File: config.mk
export PLATFORM = sky130hd
export DESIGN_NAME = burst_col_seq
export DESIGN_NICKNAME = d
export VERILOG_FILES = /design/src/rtl/burst_col_seq_pkg.sv /design/src/rtl/bcs_len_decode.sv /design/src/rtl/bcs_col_gen.sv /design/src/rtl/burst_col_seq.sv
export SDC_FILE = /design/constraint.sdc
export NUM_CORES = 1
export LEC_CHECK = 0
export BUFFER_PORTS_ARGS = -buffer_cell sky130_fd_sc_hd__buf_2
export CAP_MARGIN = 30
export CORE_AREA = 2 2 88 48
export CTS_BUF_LIST = sky130_fd_sc_hd__clkbuf_4 sky130_fd_sc_hd__clkbuf_8 sky130_fd_sc_hd__clkbuf_16
export DETAILED_ROUTE_END_ITERATION = 8
export DIE_AREA = 0 0 90 50
export PLACE_DENSITY = 0.66
export SLEW_MARGIN = 20
export SYNTH_ARGS = -nofsm -noshare
export SYNTH_HDL_FRONTEND = slang
export SYNTH_SLANG_ARGS = --single-unit
File: constraint.sdc
create_clock -name clk -period 4.32 [get_ports clk]
set_clock_uncertainty 0.2 [all_clocks]
set_input_delay 0 -clock clk [delete_from_list [all_inputs] [get_ports clk]]
set_output_delay 0 -clock clk [all_outputs]
set_load 0.005 [all_outputs]
File: src/rtl/burst_col_seq_pkg.sv
package burst_col_seq_pkg;
  localparam int unsigned LEN_CODE_W = 3;
  localparam logic [LEN_CODE_W-1:0] LEN_ROW = 3'b111;
  localparam logic [LEN_CODE_W-1:0] LEN_MAX_FIXED = 3'b011;

  typedef enum logic {
    SEQ_IDLE = 1'b0,
    SEQ_RUN  = 1'b1
  } seq_state_e;
endpackage

File: src/rtl/bcs_len_decode.sv
module bcs_len_decode
  import burst_col_seq_pkg::*;
#(
  parameter int unsigned COL_W = 8,
  parameter int unsigned LG_W  = $clog2(COL_W + 1)
) (
  input  logic [LEN_CODE_W-1:0] code_i,
  input  logic                  ilv_i,
  output logic                  ok_o,
  output logic                  row_o,
  output logic [LG_W-1:0]       lg2_o
);
  always_comb begin
    ok_o  = 1'b0;
    row_o = 1'b0;
    lg2_o = '0;
    if (code_i <= LEN_MAX_FIXED) begin
      ok_o  = 1'b1;
      lg2_o = LG_W'(code_i);
    end else if (code_i == LEN_ROW) begin
      ok_o  = ~ilv_i;
      row_o = 1'b1;
      lg2_o = LG_W'(COL_W);
    end
  end
endmodule

File: src/rtl/bcs_col_gen.sv
module bcs_col_gen #(
  parameter int unsigned COL_W = 8,
  parameter int unsigned LG_W  = $clog2(COL_W + 1)
) (
  input  logic [COL_W-1:0] base_i,
  input  logic [COL_W-1:0] beat_i,
  input  logic [LG_W-1:0]  lg2_i,
  input  logic             ilv_i,
  output logic [COL_W-1:0] col_o,
  output logic [COL_W-1:0] mask_o
);
  logic [COL_W-1:0] lin_sum;
  logic [COL_W-1:0] xor_val;
  logic [COL_W-1:0] low_bits;

  always_comb begin
    mask_o   = ~({COL_W{1'b1}} << lg2_i);
    lin_sum  = base_i + beat_i;
    xor_val  = base_i ^ beat_i;
    low_bits = ilv_i ? xor_val : lin_sum;
    col_o    = (base_i & ~mask_o) | (low_bits & mask_o);
  end
endmodule

File: src/rtl/burst_col_seq.sv
module burst_col_seq
  import burst_col_seq_pkg::*;
#(
  parameter int unsigned COL_W = 8
) (
  input  logic                  clk,
  input  logic                  rst_n,
  input  logic                  start_i,
  input  logic [COL_W-1:0]      col_i,
  input  logic [LEN_CODE_W-1:0] len_code_i,
  input  logic                  ilv_i,
  input  logic                  term_i,
  output logic [COL_W-1:0]      col_o,
  output logic                  valid_o,
  output logic                  last_o,
  output logic                  err_o
);
  localparam int unsigned LG_W = $clog2(COL_W + 1);

  seq_state_e       state_q, state_d;
  logic [COL_W-1:0] base_q, beat_q, beat_d;
  logic [LG_W-1:0]  lg2_q;
  logic             ilv_q, row_q, err_q, err_d;

  logic             dec_ok, dec_row;
  logic [LG_W-1:0]  dec_lg2;
  logic [COL_W-1:0] gen_mask;
  logic             load_en, adv_en, at_end;

  bcs_len_decode #(.COL_W(COL_W), .LG_W(LG_W)) u_dec (
    .code_i (len_code_i),
    .ilv_i  (ilv_i),
    .ok_o   (dec_ok),
    .row_o  (dec_row),
    .lg2_o  (dec_lg2)
  );

  bcs_col_gen #(.COL_W(COL_W), .LG_W(LG_W)) u_gen (
    .base_i (base_q),
    .beat_i (beat_q),
    .lg2_i  (lg2_q),
    .ilv_i  (ilv_q),
    .col_o  (col_o),
    .mask_o (gen_mask)
  );

  assign at_end = ~row_q & (beat_q == gen_mask);

  always_comb begin
    state_d = state_q;
    beat_d  = beat_q;
    err_d   = 1'b0;
    load_en = 1'b0;
    adv_en  = 1'b0;
    unique case (state_q)
      SEQ_IDLE: begin
        if (start_i) begin
          if (dec_ok) begin
            state_d = SEQ_RUN;
            beat_d  = '0;
            load_en = 1'b1;
          end else begin
            err_d = 1'b1;
          end
        end
      end
      SEQ_RUN: begin
        if (term_i || at_end) begin
          state_d = SEQ_IDLE;
        end else begin
          adv_en = 1'b1;
          beat_d = beat_q + 1'b1;
        end
      end
      default: state_d = SEQ_IDLE;
    endcase
  end

  always_ff @(posedge clk or negedge rst_n) begin
    if (!rst_n) begin
      state_q <= SEQ_IDLE;
      beat_q  <= '0;
      err_q   <= 1'b0;
    end else begin
      state_q <= state_d;
      err_q   <= err_d;
      if (load_en || adv_en) beat_q <= beat_d;
    end
  end

  always_ff @(posedge clk or negedge rst_n) begin
    if (!rst_n) begin
      base_q <= '0;
      lg2_q  <= '0;
      ilv_q  <= 1'b0;
      row_q  <= 1'b0;
    end else if (load_en) begin
      base_q <= col_i;
      lg2_q  <= dec_lg2;
      ilv_q  <= ilv_i;
      row_q  <= dec_row;
    end
  end

  assign valid_o = (state_q == SEQ_RUN);
  assign last_o  = valid_o & at_end;
  assign err_o   = err_q;
endmodule

; ---- Word-level counts from Yosys, hierarchy flattened
; Cells that the tools add are included.
[totals]
ff_bits = 24
latchBits = 0
mem_bits_rw = 0
romBits = 0
in_bits = 16
out_inout_bits = 11
word_cells = 50
n_memories = 0
[op_classes]
add_sub_neg = 2
mul = 0
n_div = 0
order_cmp = 1
eq_ne = 5
shifts = 1
n_mux = 20
bitwise_logic = 11
n_reduce_logical = 3
[ops]
columns = cell, n
row1 = 8-bit 2-to-1 mux, 4
row2 = 8-bit bitwise AND, 2
row3 = 8-bit inverter, 2
row4 = 8-bit one-hot mux with 2 select lines, 1
row5 = 1-bit 2-to-1 mux, 12
row6 = 8-bit by 1-bit adder with 8-bit output (second input constant), 1
row7 = 8-bit adder, 1
row8 = 8-bit equality test, 1
row9 = 4-bit 2-to-1 mux, 2
row10 = 8-bit OR, 1
row11 = 8-bit by 4-bit << shifter with 8-bit output (first input constant), 1
row12 = 8-bit XOR, 1
row13 = 2-bit != test (second input constant), 3
row14 = 4-bit AND reduction, 1
row15 = 3-bit equality test (second input constant), 1
row16 = 3-bit by 2-bit <= comparator with 1-bit output (second input constant), 1
row17 = 1-bit inverter, 3
row18 = 1-bit bitwise AND, 2
row19 = 1-bit logical OR, 2
row20 = 1-bit one-hot mux with 2 select lines, 1

; ---- Longest topological paths before layout
; Gate-level depths: netlist (run 1).
[depth]
depth_word = 9
ltp_mapped = 9
ltp_nobuf = 9

; ---- Modules after synthesis
; From an unflattened synthesis (run 1), not the netlist that was laid out.
[hier_totals]
cells_unflattened = 166
area_unflattened_um2 = 1639.1
[modules_own_cells]
columns = mod, instances, cells_each, area_per_inst_um2, seq_area_each_um2
row1 = burst_col_seq, 1, 89, 1101.1, 600.6
row2 = bcs_col_gen, 1, 69, 486.7, 0.0
row3 = bcs_len_decode, 1, 8, 51.3, 0.0

; ---- Least setup slack after synthesis (run 1)
; Ideal clock, no wire load.
[synth_timing]
path_kind = register to register
start = reg lg2_q[2]
end = reg beat_q[7]
arrival_ns = 1.983
slack_ns = 2.059
stages_incl_launch_ff = 8
cell_sequence = dfrtp_1 > or4_4 > o21ai_2 > o22ai_1 > and3_1 > buf_6 > or4_1 > a21oi_1
[synth_via]
elab_chain_len = 9
elab_cells_between_ends = 10
cone_classes = eq/ne (2) / shift (1) / mux (2) / bitwise (2) / reduce/logical (3)
[synth_rtl]
columns = item, line_no
row1 = "start, declared", burst_col_seq.sv:22  ; logic [LG_W-1:0] lg2_q;
row2 = "start signal, assigned", burst_col_seq.sv:99  ; lg2_q <= dec_lg2;
row3 = 8-bit by 4-bit << shifter with 8-bit output (*), bcs_col_gen.sv:17  ; mask_o = ~({COL_W{1'b1}} << lg2_i);
row4 = 8-bit inverter (*), bcs_col_gen.sv:17
row5 = 8-bit equality test (*), burst_col_seq.sv:47  ; assign at_end = ~row_q & (beat_q == gen_mask);
row6 = 1-bit bitwise AND (*), burst_col_seq.sv:47
row7 = 1-bit logical OR (*), burst_col_seq.sv:68  ; if (term_i || at_end) begin
row8 = 1-bit 2-to-1 mux, burst_col_seq.sv:68
row9 = 1-bit 2-to-1 mux, burst_col_seq.sv:55  ; unique case (state_q)
row10 = 1-bit logical OR, burst_col_seq.sv:87  ; if (load_en || adv_en) beat_q <= beat_d;
row11 = 4-bit AND reduction (no line) (*), -
row12 = "end signal, assigned", burst_col_seq.sv:87
row13 = "end, declared", burst_col_seq.sv:21  ; logic [COL_W-1:0] base_q, beat_q, beat_d;
; Every way passes the cells marked *; elsewhere a longest branch is shown, timed or not.
; A chain may end at the register's enable or synchronous reset.

; ---- Worst setup path after layout (run 1)
[layout_timing]
start = reg beat_q[0]
end = out col_o[6]
[layout_via]
elab_chain_len = 4
[layout_rtl]
columns = item, line_no
row1 = 8-bit adder, bcs_col_gen.sv:18  ; lin_sum = base_i + beat_i;
row2 = 8-bit 2-to-1 mux, bcs_col_gen.sv:20  ; low_bits = ilv_i ? xor_val : lin_sum;
row3 = 8-bit bitwise AND, bcs_col_gen.sv:21  ; col_o = (base_i & ~mask_o) | (low_bits & mask_o);
row4 = 8-bit OR, bcs_col_gen.sv:21
row5 = "end, declared", burst_col_seq.sv:13  ; output logic [COL_W-1:0] col_o,
; Every way passes these cells.

==> results of run 1 <==
flip-flops by register name (all words and copies together) (netlist names):
register,count
base_q,8
beat_q,8
err_o,1
ilv_q,1
lg2_q,4
valid_o,1
routing by layer:
| metal | track usage | up-vias | share of wire |
|---|---|---|---|
| met5 | 0 | - | 0 |
| met1 | 0.3211 | 701 | 0.58 |
| met2 | 0.2682 | 44 | 0.37 |
| met3 | 0.04281 | 4 | 0.046 |
| met4 | 0.02308 | 0 | 0.0046 |
| li1 | - | 767 | - |
cell usage in the layout, fill, tap and decap left out, types with 2 or more instances in the layout:
cell / synthesis / layout
a21oi_1: 11 / 11
o21a_1: 2 / 2
a22o_1: 2 / 2
nand4_1: 2 / 2
buf_2: 2 / 26
a211oi_1: 2 / 2
xnor2_1: 6 / 6
xor2_1: 2 / 2
dlygate4sd3_1: 0 / 18
nor2b_1: 3 / 3
or4_1: 2 / 2
inv_1: 7 / 7
o31ai_1: 2 / 2
mux2_2: 3 / 3
o211ai_1: 2 / 2
and3_1: 3 / 3
clkbuf_8: 0 / 3
a31oi_1: 3 / 3
nand2b_1: 2 / 2
dfrtp_1: 23 / 23
nor2_1: 12 / 12
nand3_1: 7 / 7
nor3_1: 2 / 2
mux2i_1: 3 / 3
ha_1: 8 / 8
nand2_1: 38 / 38
or3_1: 3 / 3
o21bai_1: 2 / 2
o21ai_0: 13 / 13
and2_1: 3 / 3
stage by stage:
step                      total power [uW]  hold WS (ns)    util
after floorplan                      537.8       -0.4956       -
after global routing                 868.6       0.09169  0.5373
after global placement               637.0       -0.1862  0.4765
after detailed placement             640.9       -0.1818  0.4765
final                                799.0       0.03073  0.5373
after CTS                            800.1       0.05986  0.5373
worst max-delay path by stage:
| stage | depth (start not counted) | slack (ns) | endpoint | startpoint |
|---|---|---|---|---|
| after floorplan | 7 | 2.06 | beat_q[7]$_DFFE_PN0P_ | lg2_q[2]$_DFFE_PN0P_ |
| after global placement | 6 | 1.84 | beat_q[7]$_DFFE_PN0P_ | lg2_q[2]$_DFFE_PN0P_ |
| after detailed placement | 6 | 1.81 | beat_q[5]$_DFFE_PN0P_ | lg2_q[1]$_DFFE_PN0P_ |
| after CTS | 10 | 1.60 | col_o[6] | beat_q[0]$_DFFE_PN0P_ |
| after global routing | 10 | 1.38 | col_o[6] | beat_q[0]$_DFFE_PN0P_ |
| final | 10 | 1.58 | col_o[6] | beat_q[0]$_DFFE_PN0P_ |
cells by family (layout without fill, tap and decap cells):
kind of cell               after synthesis  count (layout)
buffers and inverters                   15              56
and+or+nand+nor                         83              83
adders and majority gates                9               9
AOI/OAI and AO/OA                       48              48
xor gates and xnor gates                 8               8
DFF                                     23              23
muxes                                    7               7
final cells by class:
type                       count  area, um2  share of cell area
multi-input combinational    155      967.2              0.4834
sequential                    23      575.6              0.2877
timing repair buffer          45      317.8              0.1588
tap                           54      67.56             0.03377
clock buffer                   3      41.29             0.02064
inverter                       7      26.28             0.01313
clock inverter                 1      5.005            0.002502
repair_timing:
action                                 CTS  global route
hold buffers                            18             0
endpoints found under the hold margin   41             0
resized for setup                        0             0
setup buffers                            0             0
worst reg2reg max path: stages (launching register included):
cell	delay, ns
dfrtp_1	0.53
nor4b_1	0.33
o21ai_0	0.13
a2111oi_0	0.51
and3_1	0.42
nor2_1	0.09
nor4_1	0.26
power breakdown:
part	switching, uW	internal (uW)	leakage [uW]
Clock	75.5	64.7	0.0000255
Combinational	164	169	0.000649
Sequential	72.5	254	0.000298
==> reports/metrics.yaml, run 1 <==
cts_buffer_depth: 2
drcViolationCount: 0
routed_wl_mm: 4.150
cts.htree.levels: 1
p_leak_uw: 0.0009716
cts.reportedPaths.clkPinSlew_ns: 0.09
cpPeakStageDelay_ns: 0.49
drt_pass1_iterations: 4
cp.required_ns: 4.12
finalHoldViolations: 0
numPortBuffers: 26
fin_tns_setup_ns: 0
post-place-ws_ns: 1.814
placed_area_um2: 1774
crit_path_top_delay_cell: "dfrtp_1"
rr_endpoint: "beat_q[3]$_DFFE_PN0P_"
worstSetupPathType: "reg2out"
syn_inst: 193
final.min_clock_period_ns: 2.741
synthTopCellsByCount: "38 x nand2_1, 23 x dfrtp_1, 13 x o21ai_0, 12 x nor2_1, 11 x a21oi_1"
avgSynthCellArea_um2: 8.337
gp_congestion: 0.9026
start_kind: "flip-flop"
grt_max_degree: 24
crit_top_cell: "o21a_1"
synth.mux.area_fraction: 0.04666
peakVddDrop_v: 0.0002424
regToRegSetupSlack_ns: 1.76
start_util: 0.4321
syn2layout_area_growth_pct: 24.34
synth-simple-area-share: 0.2473
grt_usage: 0.1980
fmax_ghz: 0.3648
synth_seq_cells: 23
drv_slew: 0
dp_hpwl_mm: 2.972
gr-total-overflow: 0
synthAdderAreaFrac: 0.07465
post-route-period-util: 0.6346
end_kind: "output pin"
die_height_um: 50
dp.cells: 266
ant_nets: 0
ys.flop_type: "dfrtp_1"
viasPerCell: 5.264
outcome: "completed"
synth_nets: 218
synth_edf_count: 0
synth_top_family_by_area: "simple AND/OR/NAND/NOR gates"
diodes: 0
synth_cell_types: 47
finalWorstSetupSlack_ns: 1.579
slew_headroom: 0.5302
cts_buffers: 3
via_count: 1516
seq_area_frac_synth: 0.3577
antenna_found_initial: 0
yosys.area.top_type: "dfrtp_1"
path_delay_family: "adder cells"
r2r-start: "lg2_q[1]$_DFFE_PN0P_"
boundaryPins: 27
drv_cap: 0
nFillCells: 374
path_buf_inv: 2
die_area_um2: 4500
rr_worst_depth: 6
setup_viol: 0
worst_pin_slew_ns: 0.7033
finalNetCount: 260
grt_setup_unrepaired: "no"
cp_cell_sequence: "ha_1 > inv_1 > fa_1 > nor2b_1 > o21a_1 > o21a_1 > o21ai_0 > or4_1 > nand3_1 > buf_2"
yosysMostFrequentCell: "nand2_1"
synth-xor-area-share: 0.04355
worst-path-max-fanout: 7
drive_above_1_share: 0.1581
rows: 16
insertion_delay_ns: 0.27
grt_pass1_vias: 1375
layout.cells.non_filler: 288
min-delay-path-class: "in2async"
synth_area_um2: 1609
synth.area.top_cells: "dfrtp_1 36%, nand2_1 8.9%, ha_1 6.2%, o21ai_0 4.0%, a21oi_1 3.4%"
wl_per_cell_um: 14.41
cp_data_arrival_time_ns: 2.54
cts.sinks: 23
grt_pass1_wl_mm: 6.920
tritoncts: "built"
synth_top_area_frac: 0.3577
stdcell_area_um2: 2001
p_per_area_nw_per_um2: 399.4
drt_iter0_drc: 72
async_flop_share: 1.000
synth-compound-area-share: 0.1890
yosysWarningCount: 0
core-area_um2: 3724
die_w_um: 90
root_buffer: "clkbuf_8"
No activity file was read; power rests on OpenSTA's default activity.
==> run 2: changes to the inputs <==
Settings changed: PLACE_DENSITY 0.66 to 0.69.
Clock period 4.32 ns to 2.25 ns, I/O delays scaled along.
==> run 2 against run 1 <==
  * The run now ends with negative hold slack, negative setup slack left
  * Design area up 27%
  * Non-clock buffer count up 39
  * Global-route usage up 2.8 points
==> reports/metrics.yaml, run 2 (synthesis results as in run 1) <==
outcome: "complete, but fails checks"  # was completed
violations: "negative hold slack, negative setup slack"
drv_slew: 0  # unchanged
viasPerCell: 5.208  # was 5.264
path_buf_inv: 2  # unchanged
grt_max_degree: 24  # unchanged
cts_buffer_depth: 2  # unchanged
crit_path_top_delay_cell: "or4_1"  # was dfrtp_1
grt_use_met1: 0.3258  # was 0.3211
worst-path-max-fanout: 2  # was 7
dp.cells: 286  # was 266
rr_endpoint: "beat_q[1]$_DFFE_PN0P_"  # was beat_q[3]$_DFFE_PN0P_
grtUsageMet3: 0.07034  # was 0.04281
holdWs_ns: -0.006516  # was 0.03073 ns
core-area_um2: 3724  # unchanged
regToRegSetupSlack_ns: -0.09  # was 1.76 ns
finalHoldViolations: 2  # was 0
drcViolationCount: 0  # unchanged
insertion_delay_ns: 0.27  # about the same
cp-endpoint: "col_o[6]"  # unchanged
rows: 16  # unchanged
grt_pass1_wl_mm: 7.879  # was 6.920 mm
cp_data_arrival_time_ns: 2.22  # was 2.54 ns
fmax_ghz: 0.4130
tritoncts: "built"  # unchanged
rr_worst_depth: 8  # was 6
cts_buffers: 3  # unchanged
drt_iter0_drc: 113  # was 72
cp.depth: 10  # unchanged
reg_top3: "base_q x8, beat_q x8, lg2_q x4"  # unchanged
cts.sinks: 23  # unchanged
start_kind: "flip-flop"  # unchanged
p_leak_uw: 0.001196  # was 0.0009716 uW
via_count: 1703  # was 1516
drive_above_1_share: 0.4066  # was 0.1581
die_area_um2: 4500  # unchanged
use_met2: 0.3421  # was 0.2682
antenna_found_initial: 0  # unchanged
drt_pass1_iterations: 4  # unchanged
fin_tns_setup_ns: -0.7326  # was 0 ns
end_kind: "output pin"  # unchanged
path_delay_family: "simple AND/OR/NAND/NOR gates"  # was adder cells
die_w_um: 90  # unchanged
final.min_clock_period_ns: 2.422
grt_usage: 0.2260  # was 0.1980
die_height_um: 50  # unchanged
boundaryPins: 27  # unchanged
min-delay-path-class: "in2reg"  # was in2async
crit_top_cell: "o21a_1"  # unchanged
post-route-period-util: 1.076
cp.required_ns: 2.05  # was 4.12 ns
worst_pin_slew_ns: 0.6637  # was 0.7033 ns
cts.htree.levels: 1  # unchanged
finalNetCount: 299  # was 260
gr-total-overflow: 0  # unchanged
utilization: 0.6828  # was 0.5373
diodes: 0  # unchanged
p_per_area_nw_per_um2: 801.2  # was 399.4 nW/um2
routed_wl_mm: 4.938  # was 4.150 mm
wl_per_cell_um: 15.10  # was 14.41 um
final_common_cell: "nand2_1"  # unchanged
drv_cap: 0  # unchanged
finalPower_uw: 2037  # was 799.0 uW
ant_nets: 0  # unchanged
worstSetupPathType: "reg2out"  # unchanged
grt_setup_unrepaired: "yes"  # was no
root_buffer: "clkbuf_8"  # unchanged
layout_common_cells: "37 x nand2_1, 34 x buf_4, 24 x buf_2"  # was 38 x nand2_1, 26 x buf_2, 23 x dfrtp_1
dp_hpwl_mm: 3.222  # was 2.972 mm
start_util: 0.4321  # unchanged
syn2layout_area_growth_pct: 58.01  # was 24.34%
finalWorstSetupSlack_ns: -0.1715  # was 1.579 ns
cpPeakStageDelay_ns: 0.39  # was 0.49 ns
r2r-start: "lg2_q[0]$_DFFE_PN0P_"  # was lg2_q[1]$_DFFE_PN0P_
cts.reportedPaths.clkPinSlew_ns: 0.08  # was 0.09 ns
cp_cell_sequence: "ha_2 > inv_2 > fa_2 > nor2b_1 > o21a_1 > o21a_1 > o21ai_2 > or4_1 > nand3_1 > buf_2"  # was ha_1 > inv_1 > fa_1 > nor2b_1 > o21a_1 > o21a_1 > o21ai_0 > or4_1 > nand3_1 > buf_2
grt_pass1_vias: 1594  # was 1375
setup.worst_path.start: "beat_q[0]$_DFFE_PN0P_"  # unchanged
slew_headroom: 0.5575  # was 0.5302
layout.cells.non_filler: 327  # was 288
numPortBuffers: 26  # unchanged
top_usage_layer: "met2"  # was met1
gp_congestion: 0.8419  # was 0.9026
setup_viol: 11  # was 0
peakVddDrop_v: 0.0004424  # was 0.0002424 V
[run 2: changes by cell type in the layout (fill, tap and decap cells not counted), moves of 3 or more]
cell	previous run	this run
buf_4	1	34
buf_6	0	11
dfrtp_1	23	17
dfrtp_2	0	6
o21ai_0	13	7
ha_1	8	4
a21oi_1	11	8
a21oi_2	0	3
dlygate4sd3_1	18	15
ha_4	0	3
o21ai_1	1	4
[run 2: routing by layer]
metal	routed length (um)	up-vias
li1	-	844
met4	21	0
met2	2040	67
met5	0	-
met1	2452	788
met3	425	4
[run 2: worst reg2reg max path, cell delays in order, from the launching register on]
cell	delay, ns
dfrtp_2	0.45
or4_4	0.58
buf_6	0.15
o22ai_4	0.18
buf_4	0.15
buf_6	0.09
nand3_4	0.08
nand2_4	0.08
mux2_4	0.29
[run 2: power breakdown]
part	leakage, uW	switching, uW	internal, uW	total [uW]
clock network	0.0000262	135	139	274
registers	0.000289	96.6	492	589
logic	0.000881	527	648	1170
[run 2: final cells by class]
type                    count  area [um2]
clock buffers               4       48.80
flip-flops and latches     23       583.1
fillers                   310        1181
inverters                   7       26.28
well taps                  54       67.56
repair buffers             84       649.4
multi-input cells         155        1167
[run 2: worst min path at each step]
stage	startpoint	end	slack, ns	cells past startpoint
floorplan	rst_n	base_q[0]$_DFFE_PN0P_	-0.50	0
global placement	rst_n	base_q[3]$_DFFE_PN0P_	-0.18	1
detailed placement	rst_n	base_q[2]$_DFFE_PN0P_	-0.18	1
CTS	term_i	beat_q[0]$_DFFE_PN0P_	0.006	5
global route	term_i	beat_q[2]$_DFFE_PN0P_	0.007	5
finish	term_i	beat_q[0]$_DFFE_PN0P_	-0.007	5
[run 2: repair_timing]
action	4_1_cts	5_1_grt
gates resized for setup	30	30
hold endpoints to repair	36	0
endpoints found under the setup margin	14	13
setup buffers	12	11
pin swaps	21	17
hold buffers	15	0
[run 2: metrics by stage]
stage          instance area [um2]  setup slack, ns  hold slack, ns
5_1_grt                       2542          -0.2829        0.006557
3_5_place_dp                  1924          -0.1172         -0.1802
3_3_place_gp                  1924         -0.02156         -0.1761
2_1_floorplan                 1609          0.01317         -0.4956
4_1_cts                       2333          -0.1756        0.006285
6_report                      2542          -0.1715       -0.006516
==> run 3: changes to the inputs <==
Settings changed: PLACE_DENSITY 0.69 to 0.66.
Clock period 2.25 ns to 2.9 ns, I/O delays scaled along.
==> run 3 against run 2 <==
  * Worst setup slack gained 0.37 ns
  * Critical path type unchanged
  * First-iteration DRC count up 29%
  * Via count decreased by 11%
  * Combinational power down 55%
  * Design area fell by 21%
  * Clock-buffer cell count shrank 1
  * Clock power is 24% lower
  * Core utilization decreased by 14 points
  * The flow now finishes without violations
  * Sequential share of layout area grew 5.8 points
==> reports/metrics.yaml, run 3 (synthesis results as in run 1) <==
drv_slew: 0  # unchanged
peakVddDrop_v: 0.0002269  # was 0.0004424 V
cp_data_arrival_time_ns: 2.50  # was 2.22 ns
grt_pass1_vias: 1367  # was 1594
power.internal_uw: 734.9  # was 1279 uW
p_leak_uw: 0.0009750  # was 0.001196 uW
crit_path_top_delay_cell: "dfrtp_2"  # was or4_1
regToRegSetupSlack_ns: 0.33  # was -0.09 ns
gp_congestion: 0.8961  # was 0.8419
cp.required_ns: 2.70  # was 2.05 ns
worstSetupPathType: "reg2out"  # unchanged
gr-total-overflow: 0  # unchanged
cts_buffers: 3  # unchanged
wl_per_cell_um: 14.65  # was 15.10 um
ant_nets: 0  # unchanged
tritoncts: "built"  # unchanged
grt_usage: 0.2029  # was 0.2260
grt_pass1_wl_mm: 7.065  # was 7.879 mm
cts.reportedPaths.clkPinSlew_ns: 0.08  # about the same
end_kind: "output pin"  # unchanged
switching_share: 0.3910  # was 0.3723
finalHoldViolations: 0  # was 2
drt_pass1_iterations: 4  # unchanged
seqCellArea_um2: 576.8  # was 583.1 um2
min-delay-path-class: "in2async"  # was in2reg
cp_cell_sequence: "ha_1 > inv_1 > fa_1 > nor2b_1 > o21a_1 > o21a_1 > o21ai_0 > or4_1 > nand3_1 > buf_2"  # was ha_2 > inv_2 > fa_2 > nor2b_1 > o21a_1 > o21a_1 > o21ai_2 > or4_1 > nand3_1 > buf_2
power.clock.fraction: 0.172  # was 0.134
worst_pin_slew_ns: 0.6801  # was 0.6637 ns
start_kind: "flip-flop"  # unchanged
grt_max_degree: 24  # unchanged
numPortBuffers: 26  # unchanged
diodes: 0  # unchanged
holdWs_ns: 0.04205  # was -0.006516 ns
insertion_delay_ns: 0.27  # about the same
routed_wl_mm: 4.235  # was 4.938 mm
syn2layout_area_growth_pct: 24.96  # was 58.01%
die_area_um2: 4500  # unchanged
layout_common_cells: "38 x nand2_1, 26 x buf_2, 22 x dfrtp_1"  # was 37 x nand2_1, 34 x buf_4, 24 x buf_2
cts_buffer_depth: 2  # unchanged
multi_input_area_um2: 968.4  # was 1167 um2
start_util: 0.4321  # unchanged
reg_top3: "base_q x8, beat_q x8, lg2_q x4"  # unchanged
drv_cap: 0  # unchanged
core-area_um2: 3724  # unchanged
die_w_um: 90  # unchanged
drcViolationCount: 0  # unchanged
drive_above_1_share: 0.1660  # was 0.4066
cts_setup_buffers: 0  # was 12
fin_tns_setup_ns: 0  # was -0.7326 ns
setup_viol: 0  # was 11
nFillCells: 346  # was 310
p_per_area_nw_per_um2: 600.1  # was 801.2 nW/um2
crit_top_cell: "o21a_1"  # unchanged
power_frac_comb: 0.432  # was 0.577
root_buffer: "clkbuf_8"  # unchanged
outcome: "completed"  # was complete, but fails checks
rows: 16  # unchanged
seqPwrFrac: 0.396  # was 0.289
final_common_cell: "nand2_1"  # unchanged
grt_setup_unrepaired: "no"  # was yes
die_height_um: 50  # unchanged
fmax_ghz: 0.3703
worst-path-max-fanout: 7  # was 2
p_switching_uw: 471.7  # was 758.5 uW
drt_iter0_drc: 146  # was 113
final.min_clock_period_ns: 2.701
antenna_found_initial: 0  # unchanged
boundaryPins: 27  # unchanged
path_buf_inv: 2  # unchanged
post-route-period-util: 0.9313
viasPerCell: 5.260  # was 5.208
slew_headroom: 0.5466  # was 0.5575
cts.sinks: 23  # unchanged
dp_hpwl_mm: 2.937  # was 3.222 mm
finalNetCount: 261  # was 299
cts.htree.levels: 1  # unchanged
via_count: 1520  # was 1703
path_delay_family: "simple AND/OR/NAND/NOR gates"  # unchanged
cpPeakStageDelay_ns: 0.44  # was 0.39 ns
run 3: cell count changes in the layout (fill, tap and decap cells not counted), moves of 4 or more:
cell,delta
buf_4,-32
o21ai_0,+6
buf_6,-11
dfrtp_1,+5
dfrtp_2,-5
ha_1,+4
run 3: per-stage QoR:
stage | area, um2 | power, uW | setup WS (ns) | util | std cells
floorplan | 1609 | 801.2 | 0.6387 | - | 193
finish | 2011 | 1207 | 0.1994 | 0.5400 | 289
CTS | 2008 | 1206 | 0.1295 | 0.5393 | 289
global placement | 1782 | 957.2 | 0.4431 | 0.4785 | 267
global route | 2011 | 1310 | 0.04384 | 0.5400 | 289
detailed placement | 1782 | 965.5 | 0.3942 | 0.4785 | 267
run 3: final cells by class:
class	instances	area share
clock buffers	3	0.02054
clock inverters	1	0.002489
inverters	7	0.01307
multi-input cells	155	0.4816
flip-flops and latches	23	0.2869
well taps	54	0.03360
repair buffers	46	0.1618
run 3: final timing paths:
path                       cells after the start                    end                  start
setup / recovery                              10               col_o[6]  beat_q[0]$_DFFE_PN0P_
hold / removal                                 2  base_q[3]$_DFFE_PN0P_                  rst_n
setup reg to reg                               6  beat_q[3]$_DFFE_PN0P_   lg2_q[1]$_DFFE_PN0P_
hold reg to reg                                2  base_q[7]$_DFFE_PN0P_  base_q[7]$_DFFE_PN0P_
max in group asynchronous                      2  beat_q[0]$_DFFE_PN0P_                  rst_n
min in group clk                               4  base_q[6]$_DFFE_PN0P_               col_i[6]
run 3: worst register-to-register path: stages (launching register included):
cell and delay, ns:
dfrtp_1 0.54, nor4b_1 0.35, o21ai_0 0.13, a2111oi_1 0.49, and3_1 0.41, nor2_1 0.09, nor4_1 0.26
run 3: metal layers:
| layer | GRT usage | wire (um) |
|---|---|---|
| met1 | 0.3183 | 2182 |
| met2 | 0.2832 | 1629 |
| met3 | 0.05046 | 401 |
| met4 | 0.02308 | 21 |
| met5 | 0 | 0 |
run 3: power groups by stage:
| stage | combinational [uW] | clock [uW] | sequential, uW |
|---|---|---|---|
| CTS | 518 | 213 | 474 |
| detailed placement | 485 | 0 | 481 |
| global placement | 478 | 0 | 479 |
| global route | 587 | 233 | 490 |
| floorplan | 364 | 0 | 437 |
| finish | 521 | 208 | 477 |
run 3: timing repair:
action,4_1_cts,5_1_grt
endpoints found under the setup margin,0,2
hold buffers,18,0
endpoints found under the hold margin,41,0
gates resized for setup,0,2
